<file path="config.mk">
export PLATFORM = sky130hd
export DESIGN_NAME = pbuf_serial_out
export DESIGN_NICKNAME = d
export VERILOG_FILES = /design/src/rtl/pbs_pkg.sv /design/src/rtl/pbs_fifo.sv /design/src/rtl/pbs_clkdiv.sv /design/src/rtl/pbs_shifter.sv /design/src/rtl/pbuf_serial_out.sv
export SDC_FILE = /design/constraint.sdc
export NUM_CORES = 1
export LEC_CHECK = 0
export BUFFER_PORTS_ARGS = -buffer_cell sky130_fd_sc_hd__buf_2
export CELL_PAD_IN_SITES_DETAIL_PLACEMENT = 0
export CELL_PAD_IN_SITES_GLOBAL_PLACEMENT = 2
export CORE_MARGIN = 5
export CORE_UTILIZATION = 40
export DETAILED_ROUTE_END_ITERATION = 8
export MAX_ROUTING_LAYER = met4
export PLACE_DENSITY = 0.69
export SYNTH_ARGS = -nofsm -noshare
export SYNTH_HDL_FRONTEND = slang
export SYNTH_HIERARCHICAL = 1
export SYNTH_SLANG_ARGS = --single-unit
export TNS_END_PERCENT = 1
</file>
<file path="constraint.sdc">
create_clock -name clk -period 5.1 [get_ports clk]
set_input_delay 0.51 -clock clk [delete_from_list [all_inputs] [get_ports clk]]
set_output_delay 0.51 -clock clk [all_outputs]
set_load 0.01 [all_outputs]
</file>
<file path="src/rtl/pbs_pkg.sv">
package pbs_pkg;
    localparam int unsigned BYTE_W  = 8;
    localparam int unsigned RATIO_W = 2;

    typedef enum logic [1:0] {
        CMD_RATIO = 2'b00,
        CMD_PINS  = 2'b01,
        CMD_SEND  = 2'b10,
        CMD_FLUSH = 2'b11
    } cmd_e;

    typedef struct packed {
        logic               wr_n;
        logic               latch;
        logic               oe_n;
        logic               irq_n;
        logic               ovf;
        logic [RATIO_W-1:0] ratio;
        logic               ratio_set;
    } ctl_t;
endpackage

</file>
<file path="src/rtl/pbs_fifo.sv">
module pbs_fifo #(
    parameter int unsigned DEPTH = 63,
    parameter int unsigned W     = 8
) (
    input  logic         clk,
    input  logic         rst_n,
    input  logic         push,
    input  logic [W-1:0] wdata,
    input  logic         pop,
    input  logic         flush,
    output logic [W-1:0] rdata,
    output logic         empty,
    output logic         full
);
    localparam int unsigned AW = (DEPTH > 1) ? $clog2(DEPTH) : 1;
    localparam int unsigned CW = $clog2(DEPTH + 1);

    typedef struct packed {
        logic [AW-1:0] wr_ptr;
        logic [AW-1:0] rd_ptr;
        logic [CW-1:0] count;
    } fifo_st_t;

    fifo_st_t q, d;
    logic [W-1:0] mem [DEPTH];
    logic push_ok, pop_ok;

    function automatic logic [AW-1:0] bump(input logic [AW-1:0] p);
        return (p == AW'(DEPTH - 1)) ? '0 : p + 1'b1;
    endfunction

    assign empty   = (q.count == '0);
    assign full    = (q.count == CW'(DEPTH));
    assign push_ok = push && !full && !flush;
    assign pop_ok  = pop && !empty && !flush;
    assign rdata   = mem[q.rd_ptr];

    always_comb begin
        d = q;
        if (flush) begin
            d = '0;
        end else begin
            if (push_ok) d.wr_ptr = bump(q.wr_ptr);
            if (pop_ok)  d.rd_ptr = bump(q.rd_ptr);
            case ({push_ok, pop_ok})
                2'b10:   d.count = q.count + 1'b1;
                2'b01:   d.count = q.count - 1'b1;
                default: d.count = q.count;
            endcase
        end
    end

    always_ff @(posedge clk or negedge rst_n) begin
        if (!rst_n) q <= '0;
        else        q <= d;
    end

    always_ff @(posedge clk) begin
        if (push_ok) mem[q.wr_ptr] <= wdata;
    end


    full_drop_chk: assert property (@(posedge clk) disable iff (!rst_n)
        (push && full && !pop && !flush) |=> $stable(q.count));


    flush_empty_chk: assert property (@(posedge clk) disable iff (!rst_n)
        flush |=> empty);
endmodule

</file>
<file path="src/rtl/pbs_clkdiv.sv">
module pbs_clkdiv #(
    parameter int unsigned CODE_W = 2
) (
    input  logic              clk,
    input  logic              rst_n,
    input  logic              run,
    input  logic [CODE_W-1:0] code,
    output logic              tick
);
    localparam int unsigned MAX_HALF = 1 << ((1 << CODE_W) - 1);
    localparam int unsigned CNT_W    = $clog2(MAX_HALF + 1);

    logic [CNT_W-1:0] cnt_q, cnt_d;
    logic [CNT_W-1:0] limit;

    assign limit = CNT_W'((1 << code) - 1);
    assign tick  = run && (cnt_q == limit);

    always_comb begin
        if (!run || tick) cnt_d = '0;
        else              cnt_d = cnt_q + 1'b1;
    end

    always_ff @(posedge clk or negedge rst_n) begin
        if (!rst_n) cnt_q <= '0;
        else        cnt_q <= cnt_d;
    end


    div_range_chk: assert property (@(posedge clk) disable iff (!rst_n)
        run |-> (cnt_q <= limit));
endmodule

</file>
<file path="src/rtl/pbs_shifter.sv">
module pbs_shifter #(
    parameter int unsigned W = 8
) (
    input  logic         clk,
    input  logic         rst_n,
    input  logic         start,
    input  logic         tick,
    input  logic         fifo_empty,
    input  logic [W-1:0] fifo_data,
    output logic         pop,
    output logic         done,
    output logic         busy,
    output logic         sclk,
    output logic         sdat
);
    localparam int unsigned BW = (W > 1) ? $clog2(W) : 1;

    typedef struct packed {
        logic          active;
        logic          sclk;
        logic [W-1:0]  shreg;
        logic [BW-1:0] bitcnt;
    } sh_st_t;

    sh_st_t q, d;

    always_comb begin
        d    = q;
        pop  = 1'b0;
        done = 1'b0;
        if (!q.active) begin
            if (start) begin
                if (fifo_empty) begin
                    done = 1'b1;
                end else begin
                    pop      = 1'b1;
                    d.active = 1'b1;
                    d.shreg  = fifo_data;
                    d.bitcnt = '0;
                    d.sclk   = 1'b0;
                end
            end
        end else if (tick) begin
            if (!q.sclk) begin
                d.sclk = 1'b1;
            end else begin
                d.sclk = 1'b0;
                if (q.bitcnt == BW'(W - 1)) begin
                    if (fifo_empty) begin
                        d.active = 1'b0;
                        done     = 1'b1;
                    end else begin
                        pop      = 1'b1;
                        d.shreg  = fifo_data;
                        d.bitcnt = '0;
                    end
                end else begin
                    d.shreg  = {q.shreg[W-2:0], 1'b0};
                    d.bitcnt = q.bitcnt + 1'b1;
                end
            end
        end
    end

    always_ff @(posedge clk or negedge rst_n) begin
        if (!rst_n) q <= '0;
        else        q <= d;
    end

    assign busy = q.active;
    assign sclk = q.sclk;
    assign sdat = q.shreg[W-1];


    sclk_idle_chk: assert property (@(posedge clk) disable iff (!rst_n)
        !q.active |-> !q.sclk);


    sdat_hold_chk: assert property (@(posedge clk) disable iff (!rst_n)
        q.sclk |-> $stable(q.shreg[W-1]));
endmodule

</file>
<file path="src/rtl/pbuf_serial_out.sv">
module pbuf_serial_out
    import pbs_pkg::*;
#(
    parameter int unsigned DEPTH = 63
) (
    input  logic              clk,
    input  logic              rst_n,
    input  logic              sel_n,
    input  logic              wr_n,
    input  logic              cmd_sel,
    input  logic [BYTE_W-1:0] bus_data,
    output logic              ser_clk,
    output logic              ser_dat,
    output logic              latch_o,
    output logic              oe_n,
    output logic              irq_n,
    output logic              overflow
);
    ctl_t q, d;

    logic              strobe, is_cmd, is_dat;
    logic              send, flush, pins_cmd, send_req;
    cmd_e              cmd;
    logic              fifo_empty, fifo_full, fifo_pop;
    logic [BYTE_W-1:0] fifo_rdata;
    logic              tick, sh_done, sh_busy;

    assign strobe = wr_n && !q.wr_n && !sel_n;
    assign is_cmd = strobe && cmd_sel;
    assign is_dat = strobe && !cmd_sel;
    assign cmd    = cmd_e'(bus_data[7:6]);

    always_comb begin
        d        = q;
        d.wr_n   = wr_n;
        send     = 1'b0;
        send_req = 1'b0;
        flush    = 1'b0;
        pins_cmd = 1'b0;
        if (is_cmd) begin
            case (cmd)
                CMD_RATIO: begin
                    d.ratio     = bus_data[RATIO_W-1:0];
                    d.ratio_set = 1'b1;
                end
                CMD_PINS: begin
                    pins_cmd = 1'b1;
                    d.latch  = bus_data[1];
                    d.oe_n   = bus_data[0];
                    d.irq_n  = 1'b1;
                end
                CMD_SEND: begin
                    send_req = 1'b1;
                    send     = q.ratio_set;
                end
                CMD_FLUSH: begin
                    flush = 1'b1;
                    d.ovf = 1'b0;
                end
                default: ;
            endcase
        end
        if (is_dat && fifo_full) d.ovf = 1'b1;
        if (sh_done)             d.irq_n = 1'b0;
    end

    always_ff @(posedge clk or negedge rst_n) begin
        if (!rst_n) begin
            q           <= '0;
            q.wr_n      <= 1'b1;
            q.oe_n      <= 1'b1;
            q.irq_n     <= 1'b1;
        end else begin
            q <= d;
        end
    end

    pbs_fifo #(.DEPTH(DEPTH), .W(BYTE_W)) u_fifo (
        .clk   (clk),
        .rst_n (rst_n),
        .push  (is_dat),
        .wdata (bus_data),
        .pop   (fifo_pop),
        .flush (flush),
        .rdata (fifo_rdata),
        .empty (fifo_empty),
        .full  (fifo_full)
    );

    pbs_clkdiv #(.CODE_W(RATIO_W)) u_div (
        .clk   (clk),
        .rst_n (rst_n),
        .run   (sh_busy),
        .code  (q.ratio),
        .tick  (tick)
    );

    pbs_shifter #(.W(BYTE_W)) u_shift (
        .clk        (clk),
        .rst_n      (rst_n),
        .start      (send),
        .tick       (tick),
        .fifo_empty (fifo_empty),
        .fifo_data  (fifo_rdata),
        .pop        (fifo_pop),
        .done       (sh_done),
        .busy       (sh_busy),
        .sclk       (ser_clk),
        .sdat       (ser_dat)
    );

    assign latch_o  = q.latch;
    assign oe_n     = q.oe_n;
    assign irq_n    = q.irq_n;
    assign overflow = q.ovf;


    irq_source_chk: assert property (@(posedge clk) disable iff (!rst_n)
        $fell(q.irq_n) |-> $past(sh_done));


    ovf_source_chk: assert property (@(posedge clk) disable iff (!rst_n)
        $rose(q.ovf) |-> $past(is_dat && fifo_full));


    pins_source_chk: assert property (@(posedge clk) disable iff (!rst_n)
        !$stable({q.latch, q.oe_n}) |-> $past(pins_cmd));


    send_gate_chk: assert property (@(posedge clk) disable iff (!rst_n)
        (send_req && !q.ratio_set && !sh_busy) |=> !sh_busy);
endmodule

</file>
==> flow_summary.json <==
{
  "buffer_ports.inserted": 18,
  "critical_path.slowest_cell": "sky130_fd_sc_hd__dfrtp_1",
  "synth_top_area_share": 0.6835,
  "ios": 19,
  "wirelength_microns": 49770,
  "grt_setup_unrepaired": "no",
  "critPathMaxFanout": 6,
  "worst_ir_drop_vdd_mv": 0.2559,
  "timing.hold.worst_path_depth": 1,
  "holdCritPathClass": "in2reg",
  "ys_warn_count": 6,
  "insertion_delay_of_the_later_clocked_pin_in_the_worst_skew_pair_ns": 0.60,
  "initial_utilization": 0.4027,
  "synth_edf_count": 504,
  "grt_antenna_before_repair": 2,
  "route.vias.total": 10810,
  "max_cap_viol_count": 0,
  "total_overflow_reported_by_the_global_router": 0,
  "final-hold-violation-count": 0,
  "setup_total_negative_slack_ns": 0,
  "power.leakage_nw": 7.701,
  "numCtsBuffers": 57,
  "register_area_sq_mm": 0.01622,
  "num-fill-cells": 4733,
  "cts_resized": 0,
  "clock_tree_from_tritoncts": "done",
  "globalplace.congestion": 0.8068,
  "cts_root_buf": "sky130_fd_sc_hd__clkbuf_16",
  "whs_endpoint": "q[7]$_DFF_PN1_",
  "fin_total_pwr_mw": 9.999,
  "regToRegEndpoint": "u_fifo/q[5]$_DFFE_PN0P_",
  "cts.sink_count": 547,
  "finalCriticalPeriod_ns": 3.864,
  "n_antenna_cell": 0,
  "synth-seq-area-share": 0.7323,
  "antenna_violating_nets_post_route": 0,
  "synth_top_area_cell": "sky130_fd_sc_hd__edfxtp_1",
  "worstHoldStart": "wr_n",
  "drc": 0,
  "floorplan.die_area_sq_mm": 0.06016,
  "startpoint_type": "flip-flop",
  "grt_max_degree": 66,
  "placement_rows": 86,
  "maxSlewViolCount": 0,
  "netlist_area_sq_mm": 0.02214,
  "critical_path_class": "reg2reg",
  "cp_slowest_stage_delay_ns": 0.43,
  "grt_pass1_wl_microns": 74390,
  "htree_levels": 2,
  "post_cts.repair.setup_buffers": 0,
  "area_delta_synth_final_pct": 11.54,
  "fraction_of_layout_instances_using_a_drive_strength_above_1": 0.2256,
  "cp.required_ns": 5.62,
  "outcome": "finished clean",
  "yosysMostFrequentCell": "sky130_fd_sc_hd__edfxtp_1",
  "dr.first_iter.drc_count": 929,
  "tightest_slew_ns": 1.179,
  "ys_async_sr_fraction": 0.07861,
  "max_transition_margin": 0.2140,
  "timing.final.crit_share": 0.7577,
  "reg2reg_from": "u_div/cnt_q[0]$_DFF_PN0_",
  "globalRouteTotalUtil": 0.1710,
  "synth_area_per_cell_sq_um": 19.54,
  "finalClockSkew_ns": 0.01840,
  "dp.final_hpwl_microns": 29580,
  "syn_nets": 1159,
  "final_cell_area_sq_mm": 0.02470,
  "finalNetCount": 1195,
  "holdBufCountCts": 0,
  "placedInstanceArea_sq_mm": 0.02298,
  "final-setup-viol-count": 0,
  "synth_top_cells_by_count": "sky130_fd_sc_hd__edfxtp_1 (504), sky130_fd_sc_hd__mux4_2 (112), sky130_fd_sc_hd__nor2_1 (83)",
  "timing.fmax_ghz": 0.2588,
  "arrival_ns": 4.38,
  "ys.flop_type": "sky130_fd_sc_hd__edfxtp_1",
  "drtPass1Iterations": 6,
  "crit_path_start": "u_div/cnt_q[0]$_DFF_PN0_",
  "via_count_of_the_first_global_routing_pass": 11160,
  "power_per_cell_area_mw_per_mm2": 404.9,
  "critical_path.endpoint_type": "flip-flop",
  "multiInputGateArea_sq_mm": 0.005517,
  "r2r_cells": 14,
  "clock_tree.buffer_depth": 3,
  "number_of_unique_standard_cell_types_used_by_synthesis": 72,
  "clk_transition_reported_paths_ns": 0.06,
  "dieHeight_microns": 245.3,
  "wl_per_cell_microns": 25.42,
  "setup.reg_to_reg.worst_slack_ns": 1.24,
  "floorplan.die.width_microns": 245.3,
  "synth_cells": 1133,
  "vias_per_cell": 5.518,
  "fp.coreArea_sq_mm": 0.05499,
  "critical_path.cell_chain": "or3_4, a2111oi_4, o21a_1, nand3_1, mux2_2, nor2_1, o31a_4, and2_2, ha_1, a211oi_1, o21ai_0, a22o_1, a31o_1, a21oi_1",
  "netlist_top_cells_area": "sky130_fd_sc_hd__edfxtp_1 (68%), sky130_fd_sc_hd__mux4_2 (11%), sky130_fd_sc_hd__dfrtp_1 (4.5%)",
  "synth.ff_latch_count": 547
}
## layer usage
metal,part of all wire,GRT usage
met2,0.47,0.2672
met5,0,-
met1,0.44,0.2340
met4,0.028,0.04472
met3,0.056,0.03310
## cell families (layout without fill, tap and decap cells)
logic type	Yosys count	after routing	synth area share
XOR/XNOR	9	9	0.004408
AO/OA/AOI/OAI	144	144	0.05453
AND/OR/NAND/NOR	188	188	0.04278
flip-flops	547	547	0.7323
multiplexers	163	163	0.1395
adder cells (fa/ha/maj)	13	13	0.007685
buffers and inverters	69	146	0.01876
## state kept, by name, indices dropped and copies added (netlist names)
register / cells
q: 4
u_fifo/q: 18
u_shift/q: 10
oe_n: 1
irq_n: 1
u_shift/sdat: 1
latch_o: 1
u_div/cnt_q: 4
u_fifo/mem: 504
u_shift/busy: 1
overflow: 1
u_shift/sclk: 1
## worst max path at each step
stage,endpoint,slack [ns],cells past startpoint
global route,u_fifo/q[5]$_DFFE_PN0P_,0.95,14
floorplan,u_fifo/q[5]$_DFFE_PN0P_,1.59,13
CTS,u_fifo/q[5]$_DFFE_PN0P_,1.23,14
detailed placement,u_fifo/q[5]$_DFFE_PN0P_,1.25,14
global placement,u_fifo/q[5]$_DFFE_PN0P_,1.32,14
finish,u_fifo/q[5]$_DFFE_PN0P_,1.24,14
## metrics by stage
| stage | worst slack [ns] | util | cells | hold slack (ns) |
|---|---|---|---|---|
| 2_1_floorplan | 1.589 | - | 1133 | 0.2144 |
| 3_3_place_gp | 1.316 | 0.4179 | 1858 | 0.4473 |
| 3_5_place_dp | 1.247 | 0.4179 | 1858 | 0.4606 |
| 4_1_cts | 1.229 | 0.4491 | 1958 | 0.01333 |
| 5_1_grt | 0.9536 | 0.4491 | 1958 | 0.02490 |
| 6_report | 1.236 | 0.4491 | 1958 | 0.05896 |
## cell type report
type / count / share of cell area
flip-flops and latches: 547 / 0.6569
multi-input cells: 517 / 0.2234
clock buffers: 67 / 0.05928
well taps: 748 / 0.03790
repair buffers: 37 / 0.01094
clock inverters: 33 / 0.01028
inverters: 9 / 0.001368
## cell usage in the layout (no fill, tap or decap), types with 11 or more instances in the layout
cell type                   count
sky130_fd_sc_hd__clkinv_2      14
sky130_fd_sc_hd__o221ai_1      16
sky130_fd_sc_hd__o21ai_0       19
sky130_fd_sc_hd__nand2_1       35
sky130_fd_sc_hd__clkinv_1      14
sky130_fd_sc_hd__edfxtp_1     504
sky130_fd_sc_hd__mux2i_1       36
sky130_fd_sc_hd__nor2_1        82
sky130_fd_sc_hd__a22o_1        17
sky130_fd_sc_hd__dfrtp_1       38
sky130_fd_sc_hd__a22oi_1       16
sky130_fd_sc_hd__ha_1          12
sky130_fd_sc_hd__mux4_2       112
sky130_fd_sc_hd__clkbuf_16     57
sky130_fd_sc_hd__buf_2         18
sky130_fd_sc_hd__buf_4         16
sky130_fd_sc_hd__nand3_1       11
## power breakdown
| group | switching, mW | leakage, nW | internal, mW | total [mW] |
|---|---|---|---|---|
| clock network | 1.64 | 0.846 | 2.23 | 3.87 |
| logic | 0.499 | 1.79 | 0.485 | 0.984 |
| registers | 0.158 | 5.06 | 4.99 | 5.14 |
## critical path: cells and delay by family, from the launching register on
kind            cells  cell delay (ns)
compound gates      8             1.83
simple gates        4             0.97
flops               1             0.43
mux                 1             0.30
fa+ha+maj           1             0.26
Note: power is estimated with default switching activity, not from simulation.
